`config.mk`:
```
export PLATFORM = sky130hd
export DESIGN_NAME = gpio_pad_irq_ctrl
export DESIGN_NICKNAME = d
export VERILOG_FILES = /design/src/rtl/gpio_irq_pkg.sv /design/src/rtl/gpio_pad_lane.sv /design/src/rtl/gpio_status_bank.sv /design/src/rtl/gpio_pad_irq_ctrl.sv
export SDC_FILE = /design/constraint.sdc
export NUM_CORES = 1
export LEC_CHECK = 0
export BUFFER_PORTS_ARGS = -buffer_cell sky130_fd_sc_hd__buf_2
export CAP_MARGIN = 20
export CORE_MARGIN = 5
export CORE_UTILIZATION = 25
export DETAILED_ROUTE_END_ITERATION = 7
export PLACE_DENSITY = 0.49
export SYNTH_ARGS = -nofsm -noshare
export SYNTH_HDL_FRONTEND = slang
export SYNTH_SLANG_ARGS = --single-unit
export TNS_END_PERCENT = 5
```
`constraint.sdc`:
```
create_clock -name clk_i -period 2.9 [get_ports clk_i]
set_clock_uncertainty 0.1 [all_clocks]
set_input_delay 0.58 -clock clk_i [delete_from_list [all_inputs] [get_ports clk_i]]
set_output_delay 0.58 -clock clk_i [all_outputs]
set_load 0.05 [all_outputs]
```
`src/rtl/gpio_irq_pkg.sv`:
```
package gpio_irq_pkg;
  // Configuration field positions inside the 32-bit configuration word.
  localparam int CFG_LSB = 24;
  localparam int CFG_W   = 4;

  // Slot offsets inside a pad's 16-byte window.
  localparam logic [3:0] SLOT_CFG = 4'h0;
  localparam logic [3:0] SLOT_VAL = 4'h8;

  // Packed so that the MSB is write-data bit 27 and the LSB is bit 24.
  typedef struct packed {
    logic direct;   // bit 27: bypass shared status
    logic fall_en;  // bit 26: falling edge / active low
    logic rise_en;  // bit 25: rising edge / active high
    logic level;    // bit 24: level sensitive
  } pad_cfg_t;
endpackage

```
`src/rtl/gpio_pad_lane.sv`:
```
module gpio_pad_lane
  import gpio_irq_pkg::*;
(
  input  logic     clk_i,
  input  logic     rst_ni,
  input  logic     pad_raw_i,
  input  pad_cfg_t cfg_i,
  output logic     level_o,
  output logic     shared_ev_o,
  output logic     direct_o
);
  logic meta_q, sync_q, prev_q, direct_q;
  logic hit;

  always_ff @(posedge clk_i or negedge rst_ni) begin
    if (!rst_ni) begin
      meta_q   <= 1'b0;
      sync_q   <= 1'b0;
      prev_q   <= 1'b0;
      direct_q <= 1'b0;
    end else begin
      meta_q   <= pad_raw_i;
      sync_q   <= meta_q;
      prev_q   <= sync_q;
      direct_q <= cfg_i.direct & hit;
    end
  end

  always_comb begin
    if (cfg_i.level)
      hit = (cfg_i.rise_en & sync_q) | (cfg_i.fall_en & ~sync_q);
    else
      hit = (cfg_i.rise_en & sync_q & ~prev_q) | (cfg_i.fall_en & ~sync_q & prev_q);
  end

  assign level_o     = sync_q;
  assign shared_ev_o = hit & ~cfg_i.direct;
  assign direct_o    = direct_q;
endmodule

```
`src/rtl/gpio_status_bank.sv`:
```
module gpio_status_bank #(
  parameter int NUM_PADS = 64
) (
  input  logic                clk_i,
  input  logic                rst_ni,
  input  logic [NUM_PADS-1:0] set_i,
  input  logic [NUM_PADS-1:0] clr_i,
  output logic [NUM_PADS-1:0] status_o,
  output logic                any_o
);
  logic [NUM_PADS-1:0] status_q;

  // A set in the same cycle as a clear wins.
  always_ff @(posedge clk_i or negedge rst_ni) begin
    if (!rst_ni) status_q <= '0;
    else         status_q <= (status_q & ~clr_i) | set_i;
  end

  assign status_o = status_q;
  assign any_o    = |status_q;
endmodule

```
`src/rtl/gpio_pad_irq_ctrl.sv`:
```
module gpio_pad_irq_ctrl
  import gpio_irq_pkg::*;
#(
  parameter int NUM_PADS = 64,
  parameter int DATA_W   = 32
) (
  input  logic                clk_i,
  input  logic                rst_ni,
  input  logic [11:0]         addr_i,
  input  logic [DATA_W-1:0]   wdata_i,
  input  logic                wr_i,
  input  logic                rd_i,
  output logic [DATA_W-1:0]   rdata_o,
  input  logic [NUM_PADS-1:0] pad_in_i,
  output logic [NUM_PADS-1:0] pad_out_o,
  output logic [NUM_PADS-1:0] pad_oe_o,
  output logic                irq_o,
  output logic [NUM_PADS-1:0] direct_irq_o
);
  localparam int NWORDS = (NUM_PADS + 31) / 32;
  localparam int STAT_W = NWORDS * 32;

  logic        is_stat;
  logic [6:0]  pad_fld;
  logic [3:0]  slot;
  logic [8:0]  word_fld;

  assign is_stat  = addr_i[11];
  assign pad_fld  = addr_i[10:4];
  assign slot     = addr_i[3:0];
  assign word_fld = addr_i[10:2];

  logic [CFG_W*NUM_PADS-1:0] cfg_flat;
  logic [NUM_PADS-1:0]       lvl_vec, ev_vec, clr_vec, status_q;
  logic [STAT_W-1:0]         stat_ext;
  logic                      any_set;

  for (genvar p = 0; p < NUM_PADS; p++) begin : g_pad
    localparam int WORD = p / 32;
    localparam int BIT  = p % 32;
    logic [CFG_W-1:0] cfg_q;
    logic             out_q, oe_q;
    logic             cfg_hit, val_hit;

    assign cfg_hit = !is_stat && (pad_fld == 7'(p)) && (slot == SLOT_CFG);
    assign val_hit = !is_stat && (pad_fld == 7'(p)) && (slot == SLOT_VAL);

    always_ff @(posedge clk_i or negedge rst_ni) begin
      if (!rst_ni) begin
        cfg_q <= '0;
        out_q <= 1'b0;
        oe_q  <= 1'b0;
      end else if (wr_i) begin
        if (cfg_hit) cfg_q <= wdata_i[CFG_LSB +: CFG_W];
        if (val_hit) begin
          out_q <= wdata_i[0];
          oe_q  <= wdata_i[1];
        end
      end
    end

    assign cfg_flat[CFG_W*p +: CFG_W] = cfg_q;
    assign pad_out_o[p] = out_q;
    assign pad_oe_o[p]  = oe_q;
    assign clr_vec[p]   = wr_i && is_stat && (word_fld == 9'(WORD)) && wdata_i[BIT];

    gpio_pad_lane u_lane (
      .clk_i       (clk_i),
      .rst_ni      (rst_ni),
      .pad_raw_i   (pad_in_i[p]),
      .cfg_i       (pad_cfg_t'(cfg_q)),
      .level_o     (lvl_vec[p]),
      .shared_ev_o (ev_vec[p]),
      .direct_o    (direct_irq_o[p])
    );
  end

  gpio_status_bank #(.NUM_PADS(NUM_PADS)) u_status (
    .clk_i    (clk_i),
    .rst_ni   (rst_ni),
    .set_i    (ev_vec),
    .clr_i    (clr_vec),
    .status_o (status_q),
    .any_o    (any_set)
  );

  assign irq_o    = any_set;
  assign stat_ext = STAT_W'(status_q);

  logic [DATA_W-1:0] rd_mux;
  always_comb begin
    rd_mux = '0;
    for (int p = 0; p < NUM_PADS; p++) begin
      if (!is_stat && pad_fld == 7'(p)) begin
        if (slot == SLOT_CFG) rd_mux[CFG_LSB +: CFG_W] = cfg_flat[CFG_W*p +: CFG_W];
        if (slot == SLOT_VAL) rd_mux[2:0] = {pad_out_o[p], pad_oe_o[p], lvl_vec[p]};
      end
    end
    for (int w = 0; w < NWORDS; w++) begin
      if (is_stat && word_fld == 9'(w)) rd_mux = stat_ext[32*w +: 32];
    end
  end

  always_ff @(posedge clk_i or negedge rst_ni) begin
    if (!rst_ni)   rdata_o <= '0;
    else if (rd_i) rdata_o <= rd_mux;
  end
endmodule

```
==> metrics.txt <==
status=complete, but fails checks; failing checks=setup timing; Critical Path Source=u_status.status_o[12]; Core Region=138000 sq um; Final Hold Fails=0; largest net degree at the start of global routing=93; crit path capture=irq_o; CP max stage cell=or4_4; P_sw=0.00617 W; Crit path depth=4; FF-to-FF setup slack=0.26 ns; Flop pwr share=45.0%; vias in the first global route=29700; clock root buffer=clkbuf_16; synthesized flop and latch total=736; top cells by area, synth=dfrtp_1 53%, mux2_2 11%, buf_4 4.5%; CP Data Arrival Time=2.59 ns; antenna-violating nets left=0; total number of vias=29800; DR iter-0 viols=3264; initial antenna violation count=12; Buf+Inv Stages, Crit Path=1; gr ovfl total=0; global-route wire length before repair=246000 um; Reg2Reg Launch Point=g_pad[1].cfg_q[3]; P_int=0.0177 W; post-synth cell types=95; Synth warnings=0; Worst Setup Start Kind=flop; Port Buffers=336; Fill cells=14200; CP required=2.22 ns; Syn-to-layout area delta=31.8%; Die W=382 um; CP cell instances=nor4_1, nand4_1, or4_4, buf_8; post-synthesis sequential area ratio=53.1%; clock sinks=736; worst r2r path cells=10; placed cell area=42200 sq um; Tot Pwr=0.0239 W; Leak=21.7 nW; clock-pin slew on the worst setup and hold paths=0.06 ns; cts bufs inserted=84; CP Capture Type=output pin; Max transition margin=43.1%; Worst path max stage delay=0.67 ns; Critical Path Fanout Max=3; number of flops mapped to enable cells by yosys=0; row count=136; DR pass1 iterations=6; critical path class=flop to output pin; Design Area, Final=45700 sq um; Mapped Area=34700 sq um; htree depth=3; die height=382 um; Cells after Synth=3206; Max-cap violations=0; Worst-Margin Slew=0.843 ns; GRT Total Usage=24.1%; Top-Level Pins=337; Layout Nets=4114; minimum hold slack=0.0863 ns; layout cells sized above 1=38.4%; Max Freq=305 MHz; post-synth top area share=53.1%; Final WS setup=-0.374 ns; Initial Utilization=25.2%; DRC Markers=0; r2r endpoint=rdata_o[27]; Final HPWL DP=146000 um; CTS tree=yes; area leader, netlist=dfrtp_1; Mapped Avg Cell Area=10.8 sq um; RSZ-0062 raised after global routing=true; Switching Share=25.8%; Hold WC Path Type=input pin to flop; Synth Flop Type=dfrtp_1; Final min period=3.27 ns; logic gate share of total power=9.1%; maximum clock path buffer count=3; final period utilization=113%; GP Congestion=1.05; Clock Latency Late Sink=0.70 ns; Clk pwr share=45.9%; Die Area=146000 sq um; P per Cell Area=522 nW/um^2; delay-heaviest family, CP=simple AND/OR/NAND/NOR gates; Vias/cell=5.09; pre-CTS setup slack=-0.825 ns; Async SR Flop Fraction=100%; maximum VDD drop=345 uV; drt wl/cell=30.8 um; WL final=181000 um; Post-Syn Nets=3318; max-slew violations=0; Final setup viols=2
-- placed cells by master (no fill, tap or decap), types with 27 or more instances in the layout --
cell | netlist | final
o22ai_1 | 50 | 49
nand2_1 | 277 | 277
clkbuf_16 | 0 | 87
a21oi_1 | 107 | 107
nor3_1 | 27 | 27
dlygate4sd3_1 | 0 | 65
buf_12 | 0 | 65
dfrtp_1 | 736 | 736
a22oi_1 | 35 | 35
o221ai_1 | 89 | 89
inv_1 | 97 | 97
nor2_1 | 260 | 256
xor2_1 | 64 | 64
nand2b_1 | 78 | 78
o21ai_0 | 213 | 212
buf_4 | 210 | 609
mux2_2 | 353 | 353
nand3_1 | 59 | 59
buf_2 | 63 | 333
o21ai_1 | 27 | 28
-- worst register-to-register path, stage by stage (launching register included) --
cell and delay (ns):
dfrtp_1 0.41, mux2_2 0.30, a22oi_1 0.15, o22ai_1 0.14, buf_4 0.16, a221oi_1 0.51
or4_1 0.22, a32oi_1 0.13, buf_4 0.19, o2111ai_1 0.10, nand3_1 0.10
-- stage by stage --
| step | setup TNS [ns] | util, % | cells |
|---|---|---|---|
| after detailed placement | -53.29 | 30.6 | 5644 |
| after CTS | -0.401 | 33.2 | 5861 |
| after global routing | -0.424 | 33.2 | 5861 |
| after global placement | -49.24 | 30.6 | 5643 |
| final | -0.383 | 33.2 | 5866 |
| after floorplan | 0 | - | 3206 |
-- power by group through the flow --
| stage | Sequential [W] | Clock (W) | Combinational, W |
|---|---|---|---|
| 2_1_floorplan | 0.0108 | 0 | 0.000914 |
| 3_5_place_dp | 0.0109 | 0 | 0.00209 |
| 6_report | 0.0107 | 0.0110 | 0.00217 |
| 3_3_place_gp | 0.0109 | 0 | 0.00209 |
| 5_1_grt | 0.0108 | 0.0116 | 0.00228 |
| 4_1_cts | 0.0107 | 0.0112 | 0.00217 |
-- sequential cells by signal, indices dropped and copies added, names as in the netlist --
name and cells:
g_pad.u_lane.prev_q 64, g_pad.u_lane.meta_q 64, g_pad.u_lane.level_o 64, g_pad.cfg_q 256, rdata_o 32, g_pad.out_q 64
g_pad.oe_q 64, u_status.status_o 64, g_pad.u_lane.direct_o 64
-- synthesized netlist by cell type (25+ instances only) --
| library cell | instances |
|---|---|
| o221ai_1 | 89 |
| o21ai_0 | 213 |
| nand2_1 | 277 |
| o22ai_1 | 50 |
| nand3_1 | 59 |
| a21oi_1 | 107 |
| inv_1 | 97 |
| clkbuf_1 | 75 |
| buf_4 | 210 |
| dfrtp_1 | 736 |
| nand2b_1 | 78 |
| xor2_1 | 64 |
| buf_2 | 63 |
| nor3_1 | 27 |
| nor2_1 | 260 |
| o21ai_1 | 27 |
| mux2_2 | 353 |
| nor4_1 | 25 |
| a22oi_1 | 35 |
-- logic make-up (layout without fill, tap and decap cells) --
kind of cell    Yosys count  in the layout  synth area share, %
buf+inv                 464           1325                 7.72
mux                     364            364                 11.8
other cells               0              5                    0
xor+xnor                 64             64                 1.62
compound gates          721            721                 13.7
flops                   736            736                 53.1
simple gates            857            857                 12.0
-- how the worst min path moves through the flow --
stage | to | slack (ns) | cells after the start | startpoint
finish | u_status.status_o[6] | 0.09 | 4 | wdata_i[6]
global route | u_status.status_o[37] | 0.09 | 4 | wdata_i[5]
floorplan | g_pad[0].cfg_q[0] | 0.18 | 0 | rst_ni
CTS | u_status.status_o[6] | 0.03 | 4 | wdata_i[6]
global placement | g_pad[26].u_lane.level_o | 0.23 | 0 | g_pad[26].u_lane.meta_q
detailed placement | g_pad[27].u_lane.level_o | 0.23 | 0 | g_pad[27].u_lane.meta_q
-- routing by layer --
metal,wire length (um),track usage (%),up-vias
li1,-,-,12800
met1,77600,32.4,15300
met2,82000,38.5,1429
met3,13800,4.77,270
met4,7360,8.58,6
met5,43,0,-
-- final cells by class --
cell class | instances | area (sq um) | area share (%)
Sequential cell | 736 | 18400 | 40.3
Multi-Input combinational cell | 2006 | 13600 | 29.8
Tap cell | 1794 | 2240 | 4.91
Antenna cell | 5 | 12.5 | 0.0274
Inverter | 99 | 372 | 0.813
Timing Repair Buffer | 1075 | 8230 | 18.0
Clock inverter | 35 | 389 | 0.851
Clock buffer | 116 | 2420 | 5.29
-- timing repair --
item,in CTS,in global routing
gates resized for setup,7,2
buffers inserted,1,0
hold buffers,65,0
endpoints found under the hold margin,95,0
pin swaps,2,1
endpoints found under the setup margin,2,2
(Power assumes the default switching activity.)
